<file path="config.mk">
export PLATFORM = sky130hd
export DESIGN_NAME = ser_wordmark
export DESIGN_NICKNAME = d
export VERILOG_FILES = /design/src/rtl/ser_wordmark.sv
export SDC_FILE = /design/constraint.sdc
export NUM_CORES = 1
export LEC_CHECK = 0
export BUFFER_PORTS_ARGS = -buffer_cell sky130_fd_sc_hd__buf_2
export CAP_MARGIN = 20
export CORE_UTILIZATION = 55
export CTS_CLUSTER_DIAMETER = 60
export DETAILED_ROUTE_END_ITERATION = 10
export GPL_ROUTABILITY_DRIVEN = 1
export PLACE_DENSITY = 0.84
export SLEW_MARGIN = 40
export SYNTH_ARGS = -nofsm -noshare
export SYNTH_HDL_FRONTEND = slang
export SYNTH_SLANG_ARGS = --single-unit
export TNS_END_PERCENT = 5
</file>
<file path="constraint.sdc">
create_clock -name clk -period 2.51 [get_ports clk]
set_input_delay 0.3765 -clock clk [delete_from_list [all_inputs] [get_ports clk]]
set_output_delay 0.3765 -clock clk [all_outputs]
set_load 0.01 [all_outputs]
</file>
<file path="src/rtl/ser_wordmark.sv">
module ser_wordmark #(
  parameter int W = 24
) (
  input  logic         clk,
  input  logic         rst,
  input  logic         dir_ser,
  input  logic         in_valid,
  output logic         in_ready,
  input  logic [W-1:0] in_data,
  output logic         ser_clk,
  output logic         ser_dat
);
  localparam int FW = W + 2;
  localparam int IW = $clog2(FW);

  logic [FW-1:0] fr;
  logic [IW-1:0] idx;
  logic          ph, busy;

  wire          last = busy && ph && (idx == IW'(FW-1));
  wire [W-1:0]  din  = dir_ser ? in_data : '0;
  wire [FW-1:0] nfr  = {din[W-1], ~din[W-1], din};
  wire [IW-1:0] nidx = idx + 1'b1;

  assign in_ready = dir_ser && (!busy || last);
  wire take = in_valid && in_ready;

  always_ff @(posedge clk) begin
    if (rst) begin
      busy    <= 1'b0;
      idx     <= '0;
      ph      <= 1'b0;
      fr      <= '0;
      ser_clk <= 1'b1;
      ser_dat <= 1'b0;
    end else if (take) begin
      fr      <= nfr;
      busy    <= 1'b1;
      idx     <= '0;
      ph      <= 1'b0;
      ser_clk <= 1'b0;
      ser_dat <= nfr[0];
    end else if (busy) begin
      if (!ph) begin
        ph      <= 1'b1;
        ser_clk <= 1'b1;
      end else if (last) begin
        busy    <= 1'b0;
        ph      <= 1'b0;
      end else begin
        idx     <= nidx;
        ph      <= 1'b0;
        ser_dat <= fr[nidx];
        ser_clk <= (nidx < IW'(W)) ? 1'b0 : 1'b1;
      end
    end
  end

  AST_IDLE_CLK_HIGH: assert property (@(posedge clk) disable iff (rst)
    !busy |-> ser_clk);
  AST_IDLE_DATA_HOLD: assert property (@(posedge clk) disable iff (rst)
    (!busy && $past(!busy) && !$past(rst)) |-> $stable(ser_dat));
  AST_LAUNCH_LOW: assert property (@(posedge clk) disable iff (rst)
    (in_valid && in_ready) |=> (!ser_clk && busy));
  AST_BOUNDARY_HIGH: assert property (@(posedge clk) disable iff (rst)
    (busy && idx >= IW'(W)) |-> ser_clk);
  AST_BIT_INV: assert property (@(posedge clk) disable iff (rst)
    (busy && idx == IW'(W)) |-> (ser_dat == ~fr[W-1]));
  AST_BIT_COPY: assert property (@(posedge clk) disable iff (rst)
    (busy && idx == IW'(W+1)) |-> (ser_dat == fr[W-1]));
  AST_DATA_STABLE_HIGH: assert property (@(posedge clk) disable iff (rst)
    (busy && ph && idx < IW'(W)) |-> (ser_clk && $stable(ser_dat)));
  AST_NO_GAP: assert property (@(posedge clk) disable iff (rst)
    (last && in_valid && in_ready) |=> (busy && !ser_clk));
  AST_DIR_BLOCKS_START: assert property (@(posedge clk) disable iff (rst)
    (!dir_ser && !busy) |=> !busy);
endmodule

</file>
==> impl_metrics.env <==
export IMPL_tritoncts="yes"
export IMPL_outcome="complete, no violations"
export IMPL_rsz0062_at_grt="false"
export IMPL_die_area_mm2=0.00341
export IMPL_cp_start_kind="flip-flop"
export IMPL_timing_final_crit_share=0.808
export IMPL_grt_total_usage=0.216
export IMPL_syn2layout_area_growth_pct=8.60
export IMPL_place_area_mm2=0.00184
export IMPL_synthCells=190
export IMPL_layout_common_cells="51 x nand2_1, 34 x dfxtp_1, 30 x buf_2"
export IMPL_ctsResizeCount=0
export IMPL_end_kind="flip-flop"
export IMPL_synth_fp_nets=220
export IMPL_io_buffers=30
export IMPL_antenna_found_initial=0
export IMPL_cts_buffers=5
export IMPL_path_common_cell="mux2i_1"
export IMPL_dr_first_iter_drc_count=54
export IMPL_finalWirelength_um=3280
export IMPL_cp_slowest_cell="ha_1"
export IMPL_place_gp_congestion=0.863
export IMPL_placementRows=20
export IMPL_grt_pass1_vias=1265
export IMPL_fin_skew_ns=0.00389
export IMPL_clock_path_buffers=2
export IMPL_wl_per_cell_um=12.7
export IMPL_root_buffer="clkbuf_4"
export IMPL_die_x_um=58.4
export IMPL_crit_required_ns=2.71
export IMPL_crit_path_max_fanout=9
export IMPL_grt_max_degree=35
export IMPL_setup_viol=0
export IMPL_drv_cap=0
export IMPL_tns_ns=0
export IMPL_nets=244
export IMPL_crit_chain="inv_1, ha_1, mux4_1, mux2i_1, mux2i_1, o221ai_1, a211oi_2"
export IMPL_fin_area_mm2=0.00190
export IMPL_clk_pin_slew_ns=0.10
export IMPL_postSynth_asyncResetShare=0
export IMPL_dp_cells=251
export IMPL_powerDensity_mw_per_mm2=531
export IMPL_antenna_diode_count=0
export IMPL_place_ws_ns=0.505
export IMPL_ys_flop_type="dfxtp_1"
export IMPL_layout_commonest_cell="nand2_1"
export IMPL_period_minus_slack_ns=2.03
export IMPL_ant_nets=0
export IMPL_core_mm2=0.00303
export IMPL_viasPerCell=5.35
export IMPL_synth_area_per_cell_um2=9.19
export IMPL_hpwl_um=2240
export IMPL_ys_seq_area_frac=0.390
export IMPL_gr_total_overflow=0
export IMPL_report_final_slew_viol_count=0
export IMPL_vias=1385
export IMPL_yosys_register_bits=34
export IMPL_worst_pin_slew_ns=0.626
export IMPL_holdBufCountCts=0
export IMPL_worstSkewPairLatency_ns=0.34
export IMPL_utilization=0.626
export IMPL_final_instance_count_excl_fill=259
export IMPL_p_leak_nw=0.812
export IMPL_clock_sinks=34
export IMPL_synth_area_mm2=0.00175
export IMPL_start_util=0.577
export IMPL_post_cts_buffers=0
export IMPL_worst_slack_ns=0.482
export IMPL_yosysUniqueCellTypes=38
export IMPL_hold_violations=0
export IMPL_critPathArrivalTime_ns=2.23
export IMPL_synth_edff_count=0
export IMPL_dr_pass1_iters=4
export IMPL_critPathKind="flip-flop to flip-flop"
export IMPL_clock_fmax_mhz=493
export IMPL_ys_warn_count=0
export IMPL_drive_above_1_share=0.242
export IMPL_critPathMaxStageDelay_ns=0.48
export IMPL_drc_errors=0
export IMPL_hp_class="primary input to flip-flop"
export IMPL_ctsHtreeMaxLevel=2
export IMPL_grt_pass1_wl_um=5520
export IMPL_relSlewSlack=0.583
export IMPL_ir_drop_uv=326
export IMPL_io_pins=31
export IMPL_die_h_um=58.4
worst paths after layout:
kind	startpoint	cells after the start	slack, ns	to
min reg2reg	fr[2]	2	0.46	fr[2]
max	idx[1]	7	0.48	ser_dat
min	in_data[15]	3	0.26	fr[15]
max reg2reg	idx[1]	7	0.48	ser_dat
state kept, by name (all words and copies together) (netlist names):
register / flops
ser_clk: 1
ph: 1
fr: 25
idx: 5
busy: 1
ser_dat: 1
power by group:
group / internal, mW / total [mW] / switching (mW)
registers: 0.564 / 0.579 / 0.0149
clock network: 0.136 / 0.316 / 0.180
logic: 0.0523 / 0.113 / 0.0605
worst max-delay path: cells and delay by family (launching register included):
| kind | cells | cell delay (ns) |
|---|---|---|
| multiplexers | 3 | 0.59 |
| buffers and inverters | 1 | 0.07 |
| AO/OA/AOI/OAI | 2 | 0.29 |
| flip-flops | 1 | 0.45 |
| adder cells (fa/ha/maj) | 1 | 0.48 |
cells in the mapped netlist, types with 2 or more instances:
cell       n  share of area
xor2_1     2          0.010
mux4_1     5          0.075
and3_1     2         0.0072
nand3_2    2          0.011
nand3_1    3         0.0086
clkbuf_1   5          0.011
nand2_1   51           0.11
a21oi_1   28          0.080
mux2_2     2          0.013
xnor2_1    6          0.030
o211a_1    2          0.011
and3_2     2         0.0086
clkbuf_8   2          0.016
nor2_1     6          0.013
mux2i_1    4          0.023
dfxtp_1   34           0.39
ha_1       2          0.014
buf_6      6          0.039
inv_1      2         0.0043
nor3_1     6          0.017
through the flow:
stage               power [mW]  hold WS (ns)
global route              1.06         0.257
detailed placement       0.705         0.443
CTS                       1.01         0.261
floorplan                0.672         0.432
finish                    1.01         0.264
global placement         0.701         0.440
routing by layer:
layer	global-route usage	part of all wire	wire (um)	vias up
met2	0.365	0.49	1610	36
met4	0.0782	0.013	41	0
met1	0.259	0.44	1430	643
met5	0	0	0	-
met3	0.0681	0.058	190	5
li1	-	-	-	701
logic make-up after synthesis:
family | Yosys count | share of synthesized area
XOR/XNOR | 9 | 0.0494
buffers and inverters | 18 | 0.0831
multiplexers | 11 | 0.111
AND/OR/NAND/NOR | 77 | 0.208
flip-flops | 34 | 0.390
adder cells (fa/ha/maj) | 2 | 0.0143
AO/OA/AOI/OAI | 39 | 0.145
area by class of cell:
type | instances | area (um^2)
Timing Repair Buffer | 33 | 173
Inverter | 2 | 7.51
Tap cell | 44 | 55.1
Sequential cell | 34 | 681
Clock inverter | 1 | 5.00
Fill cell | 263 | 1130
Multi-Input combinational cell | 138 | 921
Clock buffer | 7 | 55.1
No activity file was read; power rests on OpenSTA's default activity.
